### src/rtl/frlim_pkg.sv
package frlim_pkg;

    localparam int BYTE_W  = 8;
    localparam int ADDR_W  = 2;
    localparam int CLR_BIT = 7;

    typedef enum logic [ADDR_W-1:0] {
        A_LIM_LO = 2'd0,
        A_LIM_HI = 2'd1,
        A_CNT_LO = 2'd2,
        A_CNT_HI = 2'd3
    } reg_addr_e;

    typedef struct packed {
        logic sof;
        logic vld;
    } rx_evt_t;

endpackage

### src/rtl/frlim_regs.sv
module frlim_regs
    import frlim_pkg::*;
#(
    parameter int CNT_W = 13
) (
    input  logic                 clk,
    input  logic                 rst,
    input  logic                 reg_we,
    input  logic [ADDR_W-1:0]    reg_addr,
    input  logic [BYTE_W-1:0]    reg_wdata,
    input  logic [CNT_W-1:0]     cnt,
    input  logic                 flag,
    output logic [CNT_W-1:0]     limit,
    output logic [BYTE_W-1:0]    reg_rdata,
    output logic                 flag_clr
);
    localparam int HI_W = CNT_W - BYTE_W;

    reg_addr_e        addr;
    logic [CNT_W-1:0] limit_q;

    assign addr = reg_addr_e'(reg_addr);

    always_ff @(posedge clk) begin
        if (rst) begin
            limit_q <= '0;
        end else if (reg_we) begin
            if (addr == A_LIM_LO) limit_q[BYTE_W-1:0]     <= reg_wdata;
            if (addr == A_LIM_HI) limit_q[CNT_W-1:BYTE_W] <= reg_wdata[HI_W-1:0];
        end
    end

    always_comb begin
        reg_rdata = '0;
        unique case (addr)
            A_LIM_LO: reg_rdata = limit_q[BYTE_W-1:0];
            A_LIM_HI: reg_rdata = BYTE_W'(limit_q >> BYTE_W);
            A_CNT_LO: reg_rdata = cnt[BYTE_W-1:0];
            A_CNT_HI: begin
                reg_rdata          = BYTE_W'(cnt >> BYTE_W);
                reg_rdata[CLR_BIT] = flag;
            end
            default:  reg_rdata = '0;
        endcase
    end

    assign flag_clr = reg_we && (addr == A_CNT_HI) && reg_wdata[CLR_BIT];
    assign limit    = limit_q;

endmodule

### src/rtl/frlim_counter.sv
module frlim_counter
    import frlim_pkg::*;
#(
    parameter int CNT_W = 13
) (
    input  logic             clk,
    input  logic             rst,
    input  rx_evt_t          evt,
    output logic [CNT_W-1:0] cnt
);
    localparam logic [CNT_W-1:0] CNT_MAX = {CNT_W{1'b1}};

    logic [CNT_W-1:0] cnt_q, cnt_d;

    always_comb begin
        cnt_d = cnt_q;
        if (evt.sof)
            cnt_d = evt.vld ? CNT_W'(1) : '0;
        else if (evt.vld && cnt_q != CNT_MAX)
            cnt_d = cnt_q + CNT_W'(1);
    end

    always_ff @(posedge clk) begin
        if (rst) cnt_q <= '0;
        else     cnt_q <= cnt_d;
    end

    assign cnt = cnt_q;

    p_count_step_r2: assert property (@(posedge clk) disable iff (rst)
        (evt.vld && !evt.sof && cnt_q != CNT_MAX) |=> cnt_q == $past(cnt_q) + CNT_W'(1));

    p_sof_clear_r3: assert property (@(posedge clk) disable iff (rst)
        (evt.sof && !evt.vld) |=> cnt_q == '0);

    p_saturate_r8: assert property (@(posedge clk) disable iff (rst)
        (cnt_q == CNT_MAX && !evt.sof) |=> cnt_q == CNT_MAX);

endmodule

### src/rtl/frlim_gate.sv
module frlim_gate
    import frlim_pkg::*;
#(
    parameter int CNT_W = 13
) (
    input  logic             clk,
    input  logic             rst,
    input  rx_evt_t          evt,
    input  logic [CNT_W-1:0] cnt,
    input  logic [CNT_W-1:0] limit,
    input  logic             flag_clr,
    output logic             fifo_wr,
    output logic             flag
);
    logic             blocked_q, flag_q;
    logic [CNT_W-1:0] cnt_base;
    logic             blk_eff, drop;

    // A start pulse opens a new frame in the same cycle.
    assign cnt_base = evt.sof ? '0 : cnt;
    assign blk_eff  = blocked_q && !evt.sof;
    assign fifo_wr  = evt.vld && !blk_eff && (cnt_base < limit);
    assign drop     = evt.vld && !fifo_wr;

    always_ff @(posedge clk) begin
        if (rst) begin
            blocked_q <= 1'b0;
            flag_q    <= 1'b0;
        end else begin
            blocked_q <= drop || (blocked_q && !evt.sof);
            flag_q    <= drop || (flag_q && !flag_clr);
        end
    end

    assign flag = flag_q;

    p_blocked_drop_r5: assert property (@(posedge clk) disable iff (rst)
        (blocked_q && !evt.sof) |-> !fifo_wr);

    p_flag_rise_r6: assert property (@(posedge clk) disable iff (rst)
        $rose(flag_q) |-> $past(evt.vld && !fifo_wr));

    p_flag_fall_r7: assert property (@(posedge clk) disable iff (rst)
        $fell(flag_q) |-> $past(flag_clr));

endmodule

### src/rtl/rx_frame_len_limiter.sv
module rx_frame_len_limiter
    import frlim_pkg::*;
#(
    parameter int CNT_W = 13
) (
    input  logic              clk,
    input  logic              rst,
    input  logic              sof,
    input  logic              byte_vld,
    output logic              fifo_wr,
    output logic              ovf_flag,
    input  logic              reg_we,
    input  logic [ADDR_W-1:0] reg_addr,
    input  logic [BYTE_W-1:0] reg_wdata,
    output logic [BYTE_W-1:0] reg_rdata
);
    rx_evt_t          evt;
    logic [CNT_W-1:0] cnt, limit;
    logic             flag_clr;

    assign evt.sof = sof;
    assign evt.vld = byte_vld;

    frlim_regs #(.CNT_W(CNT_W)) u_regs (
        .clk(clk), .rst(rst), .reg_we(reg_we), .reg_addr(reg_addr),
        .reg_wdata(reg_wdata), .cnt(cnt), .flag(ovf_flag),
        .limit(limit), .reg_rdata(reg_rdata), .flag_clr(flag_clr)
    );

    frlim_counter #(.CNT_W(CNT_W)) u_cnt (
        .clk(clk), .rst(rst), .evt(evt), .cnt(cnt)
    );

    frlim_gate #(.CNT_W(CNT_W)) u_gate (
        .clk(clk), .rst(rst), .evt(evt), .cnt(cnt), .limit(limit),
        .flag_clr(flag_clr), .fifo_wr(fifo_wr), .flag(ovf_flag)
    );

    p_under_limit_r4: assert property (@(posedge clk) disable iff (rst)
        (fifo_wr && !sof) |-> cnt < limit);

    p_zero_limit_r9: assert property (@(posedge clk) disable iff (rst)
        (limit == '0) |-> !fifo_wr);

endmodule

### config.mk
export PLATFORM = sky130hd
export DESIGN_NAME = rx_frame_len_limiter
export DESIGN_NICKNAME = d
export VERILOG_FILES = /design/src/rtl/frlim_pkg.sv /design/src/rtl/frlim_regs.sv /design/src/rtl/frlim_counter.sv /design/src/rtl/frlim_gate.sv /design/src/rtl/rx_frame_len_limiter.sv
export SDC_FILE = /design/constraint.sdc
export NUM_CORES = 1
export LEC_CHECK = 0
export ABC_AREA = 0
export CAP_MARGIN = 15
export CORE_MARGIN = 2
export CORE_UTILIZATION = 59
export CTS_BUF_LIST = sky130_fd_sc_hd__clkbuf_4
export CTS_CLUSTER_DIAMETER = 60
export CTS_CLUSTER_SIZE = 10
export DETAILED_ROUTE_END_ITERATION = 8
export DONT_BUFFER_PORTS = 1
export PLACE_DENSITY = 0.8
export RECOVER_POWER = 50
export SLEW_MARGIN = 25
export SYNTH_ARGS = -nofsm -noshare
export SYNTH_HDL_FRONTEND = slang
export SYNTH_SLANG_ARGS = --single-unit
### constraint.sdc
create_clock -name clk -period 1.7 [get_ports clk]
set_input_delay 0.17 -clock clk [delete_from_list [all_inputs] [get_ports clk]]
set_output_delay 0.17 -clock clk [all_outputs]
set_load 0.01 [all_outputs]
==> impl_metrics.json, run 1 <==
{
  "fmax_mhz": 495.3,
  "yosys_register_bits": 28,
  "setup_violations": 6,
  "synth_nets": 244,
  "hpwl_microns": 3346,
  "grt_max_degree": 19,
  "worst_setup_path_start_kind": "flip-flop",
  "cts_buffers": 3,
  "synth_top_area_cell": "dfxtp_1",
  "slew-limit-headroom_pct": 49.11,
  "whs_ns": 0.007619,
  "clock_sinks": 28,
  "num_vias": 1908,
  "antennaDiodeCount": 0,
  "synth_most_common_cell": "nor2_1",
  "synth_edf_count": 0,
  "start_util_pct": 63.65,
  "syn_to_final_growth_pct": 34.27,
  "die_x_microns": 59.01,
  "setup_slack_ns": -0.3191,
  "portBuffers": 0,
  "clk_latency_ns": 0.35,
  "timing.final.hold_violations": 0,
  "fillers": 137,
  "place_congestion": 0.9710,
  "syn-instance-count": 216,
  "finalMaxSlewViolations": 0,
  "die-height_microns": 59.01,
  "drc": 0,
  "grt_pass1_vias": 1766,
  "area.sequential_sq_um": 588.1,
  "synth_top_cells_by_area": "dfxtp_1 31%, ha_1 9.1%, nor2_1 7.4%",
  "worstPathArrival_ns": 1.85,
  "cts.clk_slew.worst_paths_ns": 0.15,
  "first_iter_violations": 212,
  "min_path_type": "in -> reg",
  "htree_levels": 1,
  "design.core.area_sq_mm": 0.002805,
  "vias_per_cell": 7.041,
  "stdcell_area_sq_mm": 0.002397,
  "failed_checks": "setup timing",
  "cts-root-buf": "clkbuf_4",
  "first_pass_iters": 5,
  "drtAntennaViolNets": 0,
  "rsz0062_at_grt": "true",
  "finalPower_w": 0.001363,
  "synth.avg_cell_area_sq_um": 8.266,
  "wl_per_cell_microns": 24.14,
  "gr-total-overflow": 0,
  "stdcell_count": 271,
  "yosysTopAreaCellShare_pct": 31.39,
  "tritoncts": "done",
  "path_class": "reg -> out",
  "synth_cell_types": 39,
  "cts_buffer_depth": 2,
  "syn-cell-area_sq_mm": 0.001785,
  "end_kind": "primary output",
  "antenna_found_initial": 0,
  "p_per_area_mw_per_mm2": 568.7,
  "min_period_over_period_pct": 118.8,
  "post-route-min-period_ns": 2.019,
  "status": "finished with violations",
  "grt_use_total_pct": 32.07,
  "synth_seq_area_share_pct": 31.39,
  "synthFlopType": "dfxtp_1",
  "nNetsFinal": 269,
  "routed_wl_microns": 6542,
  "fin_tns_setup_ns": -0.4734,
  "drive_gt1_share_pct": 37.50,
  "die-area_sq_mm": 0.003482,
  "crit_fanout": 3,
  "dpl_cell_area_sq_mm": 0.001871,
  "clock_skew_ns": 0.007806,
  "synthArstFlopShare_pct": 0,
  "power_leakage_nw": 0.9138,
  "synth_common_cells": "35 x nor2_1, 28 x dfxtp_1, 21 x a21oi_1",
  "max-vdd-ir-drop_mv": 0.6199,
  "multiInputGateArea_sq_mm": 0.001390,
  "io_pins": 25,
  "cp_data_required_time_ns": 1.53,
  "yosysWarnings": 0,
  "grt_pass1_wl_microns": 8231,
  "place_inst": 247,
  "drv_cap": 0,
  "tightestPinTransition_ns": 0.7609,
  "rows": 19
}
==> per-layer routing <==
metal  GRT usage (%)  wire (microns)
met3           8.952             598
met1           36.33            2427
met5               0               0
met2           54.13            3184
met4           17.86             333
==> path summary, 6_finish.rpt <==
check,start,end,slack (ns),depth (start not counted)
worst max-delay path,u_cnt.cnt[4]$_SDFFE_PP0P_,fifo_wr,-0.32,6
worst min-delay path,reg_wdata[4],u_regs.limit[4]$_SDFFE_PP0P_,0.008,2
worst min register to register,u_cnt.cnt[11]$_SDFFE_PP0P_,u_cnt.cnt[11]$_SDFFE_PP0P_,0.55,2
worst max register to register,u_cnt.cnt[4]$_SDFFE_PP0P_,u_gate.blocked_q$_SDFF_PP0_,-0.09,8
==> where the power goes <==
group | switching [W] | total, W | internal, W
clock network | 0.000218 | 0.000457 | 0.000239
registers | 0.0000185 | 0.000690 | 0.000672
logic | 0.000113 | 0.000216 | 0.000103
total | 0.000350 | 0.00136 | 0.00101
==> sequential cells by signal, indices dropped and copies added, names as in the netlist <==
| name | flops |
|---|---|
| u_regs.limit | 13 |
| u_gate.blocked_q | 1 |
| u_cnt.cnt | 13 |
| u_gate.flag | 1 |
==> placed cells by master, fill, tap and decap left out, types with 2 or more instances in the layout <==
cell / count
a211oi_1: 3
a21oi_1: 12
a21oi_2: 8
a31oi_1: 2
buf_4: 20
clkbuf_4: 3
dfxtp_1: 10
dfxtp_2: 16
dfxtp_4: 2
dlygate4sd3_1: 11
ha_1: 4
ha_4: 8
inv_1: 14
mux2i_1: 9
mux4_2: 5
nand2_1: 9
nand2_2: 2
nand2b_1: 3
nand3_1: 3
nand4_1: 7
nor2_1: 32
nor2_4: 2
nor2b_1: 5
nor2b_2: 3
nor2b_4: 4
nor3_1: 2
o31ai_1: 5
or3_1: 4
or4_1: 2
or4_4: 2
xnor2_1: 2
==> final cells by class <==
type | instances | area share (%)
sequential | 28 | 24.53
clock inverter | 1 | 1.253
timing repair buffer | 32 | 11.33
inverter | 15 | 2.349
clock buffer | 3 | 0.9395
tap | 31 | 1.618
multi-input combinational | 161 | 57.99
==> repair_timing <==
| item | 4_1_cts | 5_1_grt |
|---|---|---|
| endpoints found under the setup margin | 1 | 9 |
| setup buffers | 2 | 7 |
| gates cloned | 0 | 0 |
| endpoints found under the hold margin | 18 | 1 |
| pin swaps | 7 | 19 |
| hold buffers | 10 | 1 |
| resized for setup | 18 | 52 |
==> logic make-up after synthesis <==
| family | synth area share (%) |
|---|---|
| simple gates | 26.28 |
| mux | 11.98 |
| flops | 31.39 |
| buf+inv | 6.166 |
| compound gates | 14.09 |
| fa+ha+maj | 9.110 |
| xor+xnor | 0.9813 |
==> per-stage QoR <==
stage / worst slack [ns] / utilization (%)
floorplan: 0.02717 / -
CTS: -0.2520 / 74.26
global route: -0.3360 / 85.46
finish: -0.3191 / 85.46
detailed placement: 0.008289 / 66.68
global placement: 0.07695 / 66.68
==> critical path, stage by stage, from the launching register on <==
cell and delay [ns]:
dfxtp_2 0.38, inv_2 0.07, nor2_4 0.12, ha_4 0.22, a21o_1 0.20, o311ai_4 0.31, and2_4 0.20
Power figures use the tool's default switching activity.
==> run 2, diff against run 1 <==
- CORE_UTILIZATION: 59 -> 60
- PLACE_DENSITY: 0.8 -> 0.78
- clock period: 1.7 -> 2.5 ns (I/O delays scaled with it)
==> run 2 against run 1 <==
The flow finishes with violations (capacitance limit, slew limit). Cell count down 11%. Clock skew up 0.0029 ns. Sequential share of layout area up 6.0 points. First-iteration DRC count down 76%. Global-route usage down 6.5 points. Sequential cell count unchanged. Wire length down 39%. Register-to-register slack better by 0.66 ns. Worst setup slack better by 0.48 ns. Critical path type unchanged. Largest cell class unchanged. Highest routed layer unchanged.
==> impl_metrics.json, run 2 (synthesis results as in run 1) <==
{
  "wl_per_cell_microns": 16.50,
  "cp_data_required_time_ns": 2.25,
  "hpwl_microns": 2999,
  "met3_usage_pct": 6.813,
  "antennaDiodeCount": 0,
  "grt_pass1_vias": 1452,
  "first_iter_violations": 50,
  "status": "finished with violations",
  "crit_fanout": 8,
  "met2_usage_pct": 42.86,
  "fmax_mhz": 427.1,
  "cts.clk_slew.worst_paths_ns": 0.16,
  "multiInputGateArea_sq_mm": 0.001117,
  "place_congestion": 0.9318,
  "clock_skew_ns": 0.01067,
  "post-route-min-period_ns": 2.342,
  "portBuffers": 0,
  "final_cell_mix": "35 x nor2_1, 28 x dfxtp_1, 21 x a21oi_1",
  "grtUsageMet1_pct": 32.41,
  "tightestPinTransition_ns": 1.558,
  "whs_path_depth": 2,
  "gr-total-overflow": 0,
  "setup_slack_ns": 0.1584,
  "fin_tns_setup_ns": 0,
  "area.sequential_sq_um": 560.5,
  "clock_sinks": 28,
  "rows": 19,
  "cts-root-buf": "clkbuf_4",
  "grt_use_total_pct": 25.54,
  "grt_pass1_wl_microns": 6741,
  "path_class": "reg -> out",
  "antenna_found_initial": 0,
  "drc": 0,
  "io_pins": 25,
  "end_kind": "primary output",
  "die-height_microns": 58.55,
  "finalMaxSlewViolations": 16,
  "worst_setup_path_start_kind": "flip-flop",
  "failed_checks": "capacitance limit, slew limit",
  "rsz0062_at_grt": "false",
  "cts_buffers": 3,
  "top_usage_layer": "met2",
  "min_period_over_period_pct": 93.67,
  "fillers": 241,
  "die-area_sq_mm": 0.003428,
  "drtAntennaViolNets": 0,
  "final_common_cell": "nor2_1",
  "num_vias": 1529,
  "htree_levels": 1,
  "worstPathArrival_ns": 2.09,
  "setup_violations": 0,
  "timing.final.hold_violations": 0,
  "design.core.area_sq_mm": 0.002781,
  "routed_wl_microns": 3961,
  "grt_max_degree": 19,
  "p_per_area_mw_per_mm2": 466.9,
  "power_leakage_nw": 0.7191,
  "drive_gt1_share_pct": 6.220,
  "reg2reg_slack_ns": 0.57,
  "tritoncts": "done",
  "first_pass_iters": 4,
  "syn_to_final_growth_pct": 2.803,
  "vias_per_cell": 6.371,
  "place_worst_setup_slack_ns": 0.5025,
  "cts_buffer_depth": 2,
  "r2r_cells": 4,
  "max-vdd-ir-drop_mv": 0.5298,
  "clk_latency_ns": 0.34,
  "slew-limit-headroom_pct": -4.091,
  "start_util_pct": 64.19,
  "min_path_type": "in -> reg",
  "drv_cap": 1,
  "die_x_microns": 58.55,
  "nNetsFinal": 238
}
-- run 2: timing repair --
action	in CTS	in global routing
gates resized for setup	0	1
hold endpoints to repair	16	0
hold buffers	1	0
endpoints found under the setup margin	0	1
buffers inserted	0	0
-- run 2: worst paths after layout --
check / startpoint / to
setup / recovery: u_cnt.cnt[4]$_SDFFE_PP0P_ / fifo_wr
hold / removal: reg_wdata[4] / u_regs.limit[4]$_SDFFE_PP0P_
setup reg to reg: u_cnt.cnt[5]$_SDFFE_PP0P_ / u_cnt.cnt[3]$_SDFFE_PP0P_
hold reg to reg: u_gate.blocked_q$_SDFF_PP0_ / u_gate.blocked_q$_SDFF_PP0_
-- run 2: final cells by class --
class / count / share of cell area [%]
tap: 31 / 2.113
timing repair buffer: 1 / 0.5453
clock buffer: 3 / 1.227
inverter: 15 / 3.067
multi-input combinational: 161 / 60.87
sequential: 28 / 30.54
clock inverter: 1 / 1.636
-- run 2: per-layer routing --
metal	wire length, microns	vias to the layer above
met5	0	-
met4	68	0
met3	275	12
met2	1923	52
met1	1693	712
li1	-	753
-- run 2: stage by stage --
| step | hold slack (ns) | power (W) | cells | area [sq um] | util (%) |
|---|---|---|---|---|---|
| floorplan | 0.3886 | 0.0005539 | 216 | 1785 | - |
| global placement | 0.3241 | 0.0005541 | 235 | 1770 | 63.65 |
| detailed placement | 0.3259 | 0.0005555 | 235 | 1770 | 63.65 |
| CTS | 0.02900 | 0.0008590 | 240 | 1833 | 65.90 |
| global route | 0.01899 | 0.0008930 | 240 | 1836 | 65.99 |
| finish | 0.03420 | 0.0008570 | 240 | 1836 | 65.99 |
-- run 2: worst max-delay path: stages (launching register included) --
cell and delay, ns:
dfxtp_1 0.50, inv_1 0.11, nor2_1 0.12, ha_1 0.26, a21o_1 0.20, o311ai_2 0.34
and2_1 0.23
-- run 2: report_power, final --
part	switching, W	leakage, nW	internal (W)	total, W
Sequential	0.0000102	0.227	0.000459	0.000469
Combinational	0.0000469	0.464	0.0000386	0.0000855
Clock	0.000140	0.0279	0.000162	0.000303
Total	0.000197	0.719	0.000660	0.000857
